<file path="src/rtl/ring_scan_pkg.sv">
package ring_scan_pkg;
    typedef enum logic [1:0] {
        PH_CLEAR  = 2'd0,
        PH_LOAD   = 2'd1,
        PH_SETTLE = 2'd2,
        PH_RUN    = 2'd3
    } phase_t;
endpackage

</file>
<file path="src/rtl/ring_scan_seq.sv">
module ring_scan_seq
    import ring_scan_pkg::*;
#(
    parameter int RST_HOLD  = 10000,
    parameter int SEED_HOLD = 50000
) (
    input  logic   clk,
    input  logic   rst_n,
    output phase_t phase,
    output logic   clear,
    output logic   shift_en,
    output logic   inject,
    output logic   run
);
    localparam int MAXH = (RST_HOLD > SEED_HOLD) ? RST_HOLD : SEED_HOLD;
    localparam int CW   = (MAXH < 2) ? 1 : $clog2(MAXH + 1);
    localparam logic [CW-1:0] CLR_LAST = CW'(RST_HOLD - 1);
    localparam logic [CW-1:0] SET_LAST = CW'(SEED_HOLD - 1);

    phase_t        state_q, state_d;
    logic [CW-1:0] cnt_q, cnt_d;

    // next-state logic
    always_comb begin
        state_d = state_q;
        cnt_d   = cnt_q;
        unique case (state_q)
            PH_CLEAR: begin
                if (cnt_q == CLR_LAST) begin
                    state_d = PH_LOAD;
                    cnt_d   = '0;
                end else begin
                    cnt_d = cnt_q + 1'b1;
                end
            end
            PH_LOAD: begin
                state_d = PH_SETTLE;
                cnt_d   = '0;
            end
            PH_SETTLE: begin
                if (cnt_q == SET_LAST) begin
                    state_d = PH_RUN;
                    cnt_d   = '0;
                end else begin
                    cnt_d = cnt_q + 1'b1;
                end
            end
            PH_RUN: begin
                state_d = PH_RUN;
            end
        endcase
    end

    // state register
    always_ff @(posedge clk or negedge rst_n) begin
        if (!rst_n) begin
            state_q <= PH_CLEAR;
            cnt_q   <= '0;
        end else begin
            state_q <= state_d;
            cnt_q   <= cnt_d;
        end
    end

    // outputs decoded from the state
    always_comb begin
        clear    = 1'b0;
        shift_en = 1'b0;
        inject   = 1'b0;
        run      = 1'b0;
        unique case (state_q)
            PH_CLEAR:  clear = 1'b1;
            PH_LOAD: begin
                shift_en = 1'b1;
                inject   = 1'b1;
            end
            PH_SETTLE: ;
            PH_RUN: begin
                shift_en = 1'b1;
                run      = 1'b1;
            end
        endcase
    end

    assign phase = state_q;
endmodule

</file>
<file path="src/rtl/ring_scan_reg.sv">
module ring_scan_reg #(
    parameter int N       = 8,
    parameter int RECOVER = 1
) (
    input  logic         clk,
    input  logic         rst_n,
    input  logic         clear,
    input  logic         shift_en,
    input  logic         inject,
    input  logic         run,
    input  logic         seed,
    output logic [N-1:0] q
);
    localparam logic [N-1:0] FIRST  = N'(1);
    localparam logic         FIX_ON = (RECOVER != 0);

    logic serial_in;
    logic bad;
    logic fix;

    assign serial_in = q[N-1] | seed | inject;
    assign bad       = ($countones(q) != 1);
    assign fix       = FIX_ON & run & bad;

    always_ff @(posedge clk or negedge rst_n) begin
        if (!rst_n) begin
            q <= '0;
        end else if (clear) begin
            q <= '0;
        end else if (fix) begin
            q <= FIRST;
        end else if (shift_en) begin
            q <= {q[N-2:0], serial_in};
        end
    end
endmodule

</file>
<file path="src/rtl/ring_scan_top.sv">
module ring_scan_top
    import ring_scan_pkg::*;
#(
    parameter int N         = 8,
    parameter int RST_HOLD  = 10000,
    parameter int SEED_HOLD = 50000,
    parameter int RECOVER   = 1
) (
    input  logic         clk,
    input  logic         rst_n,
    input  logic         seed,
    output logic [N-1:0] leds
);
    phase_t phase;
    logic   clear, shift_en, inject, run;

    ring_scan_seq #(
        .RST_HOLD (RST_HOLD),
        .SEED_HOLD(SEED_HOLD)
    ) u_seq (
        .clk     (clk),
        .rst_n   (rst_n),
        .phase   (phase),
        .clear   (clear),
        .shift_en(shift_en),
        .inject  (inject),
        .run     (run)
    );

    ring_scan_reg #(
        .N      (N),
        .RECOVER(RECOVER)
    ) u_reg (
        .clk     (clk),
        .rst_n   (rst_n),
        .clear   (clear),
        .shift_en(shift_en),
        .inject  (inject),
        .run     (run),
        .seed    (seed),
        .q       (leds)
    );
endmodule

</file>
<file path="config.mk">
export PLATFORM = sky130hd
export DESIGN_NAME = ring_scan_top
export DESIGN_NICKNAME = d
export VERILOG_FILES = /design/src/rtl/ring_scan_pkg.sv /design/src/rtl/ring_scan_seq.sv /design/src/rtl/ring_scan_reg.sv /design/src/rtl/ring_scan_top.sv
export SDC_FILE = /design/constraint.sdc
export NUM_CORES = 1
export LEC_CHECK = 0
export BUFFER_PORTS_ARGS = -buffer_cell sky130_fd_sc_hd__buf_2
export CORE_ASPECT_RATIO = 1.4
export CORE_MARGIN = 4
export CORE_UTILIZATION = 45
export CTS_CLUSTER_SIZE = 8
export DETAILED_ROUTE_END_ITERATION = 12
export GPL_TIMING_DRIVEN = 0
export PLACE_DENSITY = 0.71
export SETUP_SLACK_MARGIN = 0.4
export SYNTH_ARGS = -nofsm -noshare
export SYNTH_HDL_FRONTEND = slang
export SYNTH_SLANG_ARGS = --single-unit
</file>
<file path="constraint.sdc">
create_clock -name clk -period 4.4 [get_ports clk]
set_clock_uncertainty 0.05 [all_clocks]
set_input_delay 0.66 -clock clk [delete_from_list [all_inputs] [get_ports clk]]
set_output_delay 0.66 -clock clk [all_outputs]
set_load 0.03 [all_outputs]
</file>
==> results of run 1 <==
critical path, delay by kind of cell, from the launching register on:
family | cells | cell delay [ns]
AOI/OAI and AO/OA | 2 | 0.56
adders and majority gates | 5 | 1.94
buffers and inverters | 2 | 0.10
DFF | 1 | 0.43
and+or+nand+nor | 1 | 0.37
worst paths after layout:
kind                            cells after the start  slack [ns]                          end                  startpoint
max in group asynchronous                           1        3.60       u_reg.q[3]$_DFFE_PN0P_                       rst_n
worst min register to register                      2        0.49   u_seq.cnt_q[1]$_DFFE_PN0P_  u_seq.cnt_q[1]$_DFFE_PN0P_
worst max register to register                     10        0.90       u_reg.q[7]$_DFFE_PN0P_      u_reg.q[0]$_DFFE_PN0P_
worst max-delay path                               10        0.90       u_reg.q[7]$_DFFE_PN0P_      u_reg.q[0]$_DFFE_PN0P_
min in group clk                                    2        0.49   u_seq.cnt_q[1]$_DFFE_PN0P_  u_seq.cnt_q[1]$_DFFE_PN0P_
worst min-delay path                                1        0.32  u_seq.cnt_q[12]$_DFFE_PN0P_                       rst_n
registers in the layout, summed over array words and instances, names as in the netlist:
register	cells
u_reg.q	8
u_seq.cnt_q	16
u_seq.phase	2
per-layer routing:
layer,share of wire,up-vias
met2,0.55,13
met5,0,-
met3,0.024,5
li1,-,510
met4,0.018,0
met1,0.41,516
layout make-up:
class | count | share of cell area
plain buffers | 2 | 0.00882
repair buffers | 10 | 0.0294
clock inverters | 1 | 0.0176
flip-flops and latches | 26 | 0.382
clock buffers | 3 | 0.0242
multi-input cells | 100 | 0.481
inverters | 13 | 0.0287
well taps | 39 | 0.0287
logic make-up after synthesis:
kind of cell	after synthesis	synth area share
simple gates	50	0.188
flops	26	0.426
compound gates	18	0.0966
fa+ha+maj	18	0.167
buf+inv	15	0.0418
xor+xnor	13	0.0745
mux	1	0.00655
cells in the final DEF, fill, tap and decap left out, drive strengths merged, types with 2 or more instances in the layout:
cell type  netlist  layout
xor2             9       9
clkbuf           1       4
nand4            3       3
a22o             7       7
buf              1      11
nor4             2       2
nor4b            2       2
dfrtp           26      26
fa               4       4
nor3             4       4
o21ai            4       4
nor2            15      15
a21oi            3       3
inv             13      13
ha              14      14
nand3            4       4
xnor2            4       4
nand2           10      10
and3             3       3
stage by stage:
step | std cells | power [W] | instance area, sq um | setup WS [ns]
2_1_floorplan | 141 | 0.000244 | 1530 | 0.834
3_3_place_gp | 190 | 0.000249 | 1630 | 0.768
3_5_place_dp | 190 | 0.000250 | 1630 | 0.712
4_1_cts | 194 | 0.000446 | 1700 | 0.665
5_1_grt | 194 | 0.000455 | 1700 | 0.694
6_report | 194 | 0.000443 | 1700 | 0.898
power groups by stage:
| stage | clock network, W | registers, W | logic, W |
|---|---|---|---|
| finish | 0.000199 | 0.000239 | 0.00000564 |
| CTS | 0.000201 | 0.000239 | 0.00000609 |
| floorplan | 0 | 0.000244 | 0.000000340 |
| global route | 0.000210 | 0.000239 | 0.00000676 |
| detailed placement | 0 | 0.000243 | 0.00000609 |
| global placement | 0 | 0.000243 | 0.00000576 |
==> results.tsv, run 1 <==
metric	value	unit
syn_area	1530	sq um
yosys.area.top_type	dfrtp_1	
crit_type	flip-flop to flip-flop	
required	4.56	ns
power_density	260	nW/um^2
synth-seq-area-share	0.426	
synth_fp_nets	162	
fin_tns_setup	0	ns
gp_congestion	0.792	
crit_fanout	7	
clock_path_buffers	2	
worst_pin_slew	0.575	ns
period_share	0.796	
core	3180	sq um
met3_usage	0.0168	
drv_slew	0	
fin_crit	3.50	ns
ctsResizeCount	0	
p_sw_frac	0.184	
grt-ovfl-total	0	
cell_internal_pwr	0.000361	W
die_area	4400	sq um
via_count	1044	
rsz0062_at_grt	false	
comb_power_share	0.013	
routed_via_density	5.38	
hold_class	primary input to asynchronous set/reset pin	
avgSynthCellArea	10.8	sq um
grt_max_degree	27	
yosys.cell_types.count	34	
clk_pin_slew	0.09	ns
die_w	57.2	um
drc_errors	0	
yosys-top-cells-area	dfrtp_1, ha_1, fa_1	
area_growth	11.5	%
die_y	76.9	um
crit_top_cell	fa_1	
grt_usage	0.141	
hold_slack	0.321	ns
holdBufCountCts	0	
cpPeakStageDelay	0.54	ns
grt_pass1_wl	4950	um
nFillCells	295	
ioPinCount	11	
drtIter0Drc	26	
grt_antenna_before_repair	0	
synthFlopType	dfrtp_1	
drt-total-wl	2730	um
firstDrtPassIters	6	
cts_tree	built	
path_cells	ha_1 -> fa_1 -> inv_1 -> fa_1 -> inv_1 -> ha_1 -> fa_1 -> o41a_1 -> nor3_2 -> a22o_1	
synth_top_area_frac	0.426	
antenna_left	0	
slew_headroom	0.617	
grt_busiest_layer	met2	
seq_power_share	0.539	
drive_above_1_share	0.148	
setup_violations	0	
finalHoldViolCount	0	
ir_worst_vdd	0.199	mV
crit_slowest_cell	fa_1	
synth_edf_count	0	
cts_sinks	26	
insertion_delay	0.27	ns
multi_input_area	818	sq um
max-cap-violations	0	
status	complete, no violations	
p_leak	0.826	nW
startpoint_type	flip-flop	
ys.warnings.count	0	
fmax	286	MHz
antenna_cells	0	
ctsRootBufferMaster	clkbuf_8	
numCtsBuffers	3	
synthCells	141	
dp_hpwl	1980	um
nets	177	
clock_power_share	0.449	
seqCellArea	651	sq um
synth_common_cells	dfrtp_1, nor2_1, ha_1	
grt_pass1_vias	1104	
drt-wirelength-per-cell	14.1	um
io_buffer_count	10	
endpoint_kind	flip-flop	
num_rows	24	
yosysMostFrequentCell	dfrtp_1	
grt_use_met1	0.172	
post-route-util	0.535	
grtUsageMet2	0.247	
crit_arrival	3.67	ns
htreeDepth	1	
start_util	0.480	
async_flop_share	1.00	
power.switching	0.0000817	W
ys_ff_latch	26	
cts_setup_buffers	0	
(Power assumes the default switching activity.)
==> run 2, diff against run 1 <==
--- a/config.mk
+++ b/config.mk
@@ -5,6 +5,7 @@
 export SDC_FILE = /design/constraint.sdc
 export NUM_CORES = 1
 export LEC_CHECK = 0
+export ABC_AREA = 1
 export BUFFER_PORTS_ARGS = -buffer_cell sky130_fd_sc_hd__buf_2
 export CORE_ASPECT_RATIO = 1.4
 export CORE_MARGIN = 4
==> constraint.sdc (replaced) <==
create_clock -name clk -period 3.5 [get_ports clk]
set_clock_uncertainty 0.05 [all_clocks]
set_input_delay 0.525 -clock clk [delete_from_list [all_inputs] [get_ports clk]]
set_output_delay 0.525 -clock clk [all_outputs]
set_load 0.03 [all_outputs]
==> run 2 against run 1 <==
Net effect: clock-buffer cell count increased by 1; maximum frequency increased by 16%; wire length increased by 18%; sequential share of layout area decreased by 6.1 points; flip-flop and latch count unchanged; total power increased by 14%; setup slack got worse by 0.41 ns; final cell count increased by 42%; final area increased by 20%; via count increased by 28%.
==> results.tsv, run 2 <==
metric	value	unit
synth_edf_count	0	
fin_crit	3.02	ns
yosys.area_share.simple	0.298	
seqCellArea	658	sq um
drtIter0Drc	28	
synth_common_cells	nand2_1, inv_1, dfrtp_1	
holdBufCountCts	0	
num_rows	26	
crit_type	flip-flop to flip-flop	
yosys.cell_types.count	26	
ir_worst_vdd	0.149	mV
finalPower	0.000503	W
numCtsBuffers	3	
rsz0062_at_grt	true	
nFillCells	359	
avgSynthCellArea	8.39	sq um
wl_met3	75	um
die_area	5060	sq um
synthCells	213	
worst_pin_slew	0.580	ns
drv_slew	0	
gp_congestion	0.843	
grt-ovfl-total	0	
routed_via_density	4.86	
synth_compound_area_frac	0.0469	
p_leak	1.03	nW
multi_input_area	1010	sq um
area_growth	14.7	%
drt-wirelength-per-cell	11.7	um
power_density	245	nW/um^2
met1Wirelength	1330	um
crit_fanout	8	
grt_max_degree	27	
status	complete, no violations	
path_cells	ha_4 -> inv_1 -> fa_2 -> fa_1 -> inv_1 -> ha_2 -> fa_1 -> nor2_1 -> nand3_2 -> nand2_4 -> nand2_1 -> a22o_1	
insertion_delay	0.28	ns
synth_fp_nets	234	
start_util	0.478	
synth-xor-area-share	0.0539	
core	3740	sq um
drive_above_1_share	0.308	
synth_top_area_frac	0.364	
yosysMostFrequentCell	nand2_1	
cts_sinks	26	
route.met2.wl	1760	um
ys_ff_latch	26	
via_count	1341	
nets	256	
die_w	61.3	um
crit_arrival	3.14	ns
clk_pin_slew	0.09	ns
drc_errors	0	
fin_tns_setup	0	ns
antenna_cells	0	
ioPinCount	11	
ys.warnings.count	0	
ff2ff_setup_slack	0.48	ns
async_flop_share	1.00	
synth-seq-area-share	0.364	
die_y	82.6	um
antenna_left	0	
endpoint_kind	flip-flop	
grt_pass1_wl	5710	um
cp_top_family	adder cells	
io_buffer_count	10	
grt_usage	0.150	
grt_antenna_before_repair	0	
cts_tree	built	
crit_buf_inv	2	
yosys.area.top_type	dfrtp_1	
slew_headroom	0.613	
firstDrtPassIters	4	
fmax	332	MHz
required	3.62	ns
ctsRootBufferMaster	clkbuf_8	
crit_slowest_cell	fa_1	
synth-adder-area-share	0.143	
top_layer_used	met4	
syn_area	1790	sq um
yosys-top-cells-area	dfrtp_1, ha_1, nand2_1	
period_share	0.862	
htreeDepth	1	
drt-total-wl	3240	um
synthFlopType	dfrtp_1	
grt_pass1_vias	1373	
clock_path_buffers	2	
setup_violations	0	
largest_reg_flops	16	
finalHoldViolCount	0	
dp_hpwl	2480	um
muxShareOfSynthArea	0	
layout_commonest_cell	nand2_1	
cpPeakStageDelay	0.51	ns
synth_top_family_by_area	simple AND/OR/NAND/NOR gates	
most-common-layout-cells	nand2_1, inv_1, nor2_1, dfrtp_1, nand2_2	
largest-register	u_seq.cnt_q	
hold_class	primary input to asynchronous set/reset pin	
max-cap-violations	0	
startpoint_type	flip-flop	
==> run 2: per-layer routing <==
metal | global-route usage | vias to the layer above
met5 | 0 | -
li1 | - | 691
met4 | 0.0586 | 0
met1 | 0.156 | 630
met2 | 0.284 | 13
met3 | 0.0295 | 7
==> run 2: repair_timing <==
| item | in CTS | in global routing |
|---|---|---|
| pin swaps | 11 | 5 |
| resized for setup | 5 | 2 |
| setup endpoints to repair | 8 | 8 |
| setup buffers | 6 | 1 |
==> run 2: final cells by class <==
| class | instances | share of cell area |
|---|---|---|
| buffer | 2 | 0.00733 |
| inverter | 41 | 0.0751 |
| sequential | 26 | 0.321 |
| timing repair buffer | 17 | 0.0501 |
| multi-input combinational | 144 | 0.494 |
| clock buffer | 4 | 0.0269 |
| tap | 42 | 0.0256 |
==> run 2: through the flow <==
step | utilization | instance area (sq um) | setup slack, ns | hold slack (ns) | std cells
finish | 0.548 | 2050 | 0.485 | 0.183 | 276
global route | 0.548 | 2050 | 0.356 | 0.240 | 276
CTS | 0.543 | 2030 | 0.402 | 0.206 | 275
detailed placement | 0.512 | 1910 | 0.341 | 0.456 | 265
global placement | 0.512 | 1910 | 0.344 | 0.450 | 265
floorplan | - | 1810 | 0.402 | 0.179 | 213
==> run 2: power by group <==
part / switching (W) / leakage [nW] / internal [W] / total, W
logic: 0.00000610 / 0.667 / 0.00000112 / 0.00000723
clock network: 0.0000951 / 0.0288 / 0.000101 / 0.000196
registers: 0 / 0.339 / 0.000300 / 0.000300
==> run 2: worst reg2reg max path, stage by stage, from the launching register on <==
cell and delay, ns:
dfrtp_2 0.43, ha_4 0.26, inv_1 0.05, fa_2 0.40, fa_1 0.51, inv_1 0.04, ha_2 0.16, fa_1 0.44
nor2_1 0.12, nand3_2 0.10, nand2_4 0.12, nand2_1 0.06, a22o_1 0.17
==> run 2: kinds of logic after synthesis <==
group / count (synthesis)
and+or+nand+nor: 106
buffers and inverters: 43
DFF: 26
adders and majority gates: 18
xor gates and xnor gates: 11
AOI/OAI and AO/OA: 9
==> run 2: final timing paths <==
path	from	endpoint	cells past startpoint
hold reg to reg	u_seq.cnt_q[0]$_DFFE_PN0P_	u_seq.cnt_q[0]$_DFFE_PN0P_	2
hold / removal	rst_n	u_seq.cnt_q[13]$_DFFE_PN0P_	1
min in group clk	u_seq.cnt_q[0]$_DFFE_PN0P_	u_seq.cnt_q[0]$_DFFE_PN0P_	2
max in group asynchronous	rst_n	u_reg.q[5]$_DFFE_PN0P_	1
setup / recovery	u_reg.q[5]$_DFFE_PN0P_	u_reg.q[0]$_DFFE_PN0P_	12
setup reg to reg	u_reg.q[5]$_DFFE_PN0P_	u_reg.q[0]$_DFFE_PN0P_	12
==> run 3, diff against run 2 <==
--- a/config.mk
+++ b/config.mk
@@ -8,12 +8,11 @@
 export ABC_AREA = 1
 export BUFFER_PORTS_ARGS = -buffer_cell sky130_fd_sc_hd__buf_2
 export CORE_ASPECT_RATIO = 1.4
-export CORE_MARGIN = 4
 export CORE_UTILIZATION = 45
 export CTS_CLUSTER_SIZE = 8
 export DETAILED_ROUTE_END_ITERATION = 12
 export GPL_TIMING_DRIVEN = 0
-export PLACE_DENSITY = 0.71
+export PLACE_DENSITY = 0.66
 export SETUP_SLACK_MARGIN = 0.4
 export SYNTH_ARGS = -nofsm -noshare
 export SYNTH_HDL_FRONTEND = slang
==> run 3 against run 2 <==
Net effect: via count is 2.8% higher; maximum frequency is 1.8% lower; sequential share of layout area is 0.19 points lower; combinational power is 0.8% lower; setup slack worse by 0.054 ns; final cell count is 0.36% higher; total power is 3.6% lower; wire length is 4.3% higher; non-clock buffer count is 1 higher; register-to-register slack worse by 0.05 ns; sequential power hardly changed; clock power is 9% lower; critical endpoint is now u_reg.q[5]$_DFFE_PN0P_; largest cell class unchanged.
==> results.tsv, run 3 (synthesis gave the netlist of run 2 again) <==
metric	value	unit
max-cap-violations	0	
dp_hpwl	2460	um
grt_busiest_layer	met2	
start_util	0.482	
numCtsBuffers	3	
cts_tree	built	
gp_congestion	0.807	
grt_usage	0.183	
num_rows	26	
power_density	235	nW/um^2
drt-wirelength-per-cell	12.2	um
worst_pin_slew	0.580	ns
largest-register	u_seq.cnt_q	
grt-ovfl-total	0	
largest_reg_flops	16	
startpoint_type	flip-flop	
period_share	0.877	
fmax	326	MHz
routed_via_density	4.97	
layout_commonest_cell	nand2_1	
via_count	1378	
die_w	55.3	um
setup_violations	0	
required	3.61	ns
finalHoldViolCount	0	
area_growth	15.4	%
grt_pass1_wl	6250	um
ir_worst_vdd	0.132	mV
ioPinCount	11	
drc_errors	0	
crit_arrival	3.18	ns
firstDrtPassIters	4	
antenna_left	0	
grtUsageMet2	0.324	
grt_use_met1	0.210	
drtIter0Drc	57	
htreeDepth	1	
ctsRootBufferMaster	clkbuf_8	
fin_tns_setup	0	ns
endpoint_kind	flip-flop	
hold_class	primary input to asynchronous set/reset pin	
finalPower	0.000485	W
die_y	76.6	um
clock_path_buffers	2	
insertion_delay	0.27	ns
nets	257	
drive_above_1_share	0.311	
cts_sinks	26	
drv_slew	0	
rsz0062_at_grt	true	
antenna_cells	0	
fin_crit	3.07	ns
crit_type	flip-flop to flip-flop	
drt-total-wl	3370	um
grt_antenna_before_repair	0	
holdBufCountCts	0	
clk_pin_slew	0.09	ns
most-common-layout-cells	nand2_1, inv_1, dfrtp_1	
die_area	4230	sq um
crit_fanout	5	
slew_headroom	0.614	
grt_pass1_vias	1473	
grt_max_degree	27	
core	3710	sq um
p_leak	1.04	nW
io_buffer_count	10	
status	complete, no violations	
met3_usage	0.0238	
==> run 3: cell types whose count changed in the layout (fill, tap and decap cells not counted) <==
cell / previous run / this run
clkbuf_8: 4 / 3
nor2_1: 20 / 19
nor2_2: 4 / 5
clkbuf_1: 1 / 2
buf_12: 0 / 1
==> run 3: worst max-delay path, stage by stage, from the launching register on <==
cell and delay, ns:
dfrtp_2 0.44, ha_4 0.17, fa_1 0.55, inv_2 0.04
fa_1 0.48, inv_1 0.05, ha_2 0.16, fa_1 0.50
nor2_2 0.05, nand3_2 0.07, nand2_4 0.07, buf_12 0.13
a32o_1 0.21
==> run 3: timing repair <==
action | in CTS | in global routing
buffers inserted | 5 | 3
setup endpoints to repair | 8 | 8
gates resized for setup | 5 | 3
pin swaps | 10 | 7
==> run 3: power by group <==
group	internal (W)	total [W]	switching [W]	leakage [nW]
Sequential	0.000300	0.000300	0	0.339
Clock	0.0000817	0.000178	0.0000961	0.0228
Combinational	0.00000112	0.00000717	0.00000605	0.677
Total	0.000383	0.000485	0.000102	1.04
==> run 3: area by class of cell <==
cell class	instances	area, sq um
Buffer	2	15.0
Clock buffer	4	45.0
Fill cell	347	1650
Inverter	41	154
Multi-Input combinational cell	144	1010
Sequential cell	26	658
Tap cell	42	52.6
Timing Repair Buffer	18	123
==> run 3: routing by layer <==
| layer | vias up | routed length, um |
|---|---|---|
| met5 | - | 0 |
| met4 | 0 | 86 |
| met3 | 7 | 65 |
| met2 | 20 | 1830 |
| met1 | 655 | 1390 |
| li1 | 696 | - |
==> run 3: worst paths after layout <==
check                                           start                          to  slack [ns]  cells past startpoint
max in group asynchronous                       rst_n      u_reg.q[4]$_DFFE_PN0P_        2.79                      1
max                            u_reg.q[0]$_DFFE_PN0P_      u_reg.q[5]$_DFFE_PN0P_        0.43                     12
max reg2reg                    u_reg.q[0]$_DFFE_PN0P_      u_reg.q[5]$_DFFE_PN0P_        0.43                     12
min reg2reg                u_seq.cnt_q[0]$_DFFE_PN0P_  u_seq.cnt_q[0]$_DFFE_PN0P_        0.47                      2
min                                             rst_n  u_seq.phase[1]$_DFFE_PN0P_        0.19                      1
min in group clk           u_seq.cnt_q[0]$_DFFE_PN0P_  u_seq.cnt_q[0]$_DFFE_PN0P_        0.47                      2
==> run 3: through the flow <==
stage	setup slack [ns]	hold slack [ns]	area [sq um]	util	instances
2_1_floorplan	0.402	0.179	1810	-	213
6_report	0.430	0.187	2060	0.556	277
3_3_place_gp	0.313	0.450	1910	0.516	265
3_5_place_dp	0.290	0.450	1910	0.516	265
4_1_cts	0.370	0.212	2010	0.543	274
5_1_grt	0.338	0.231	2060	0.556	277
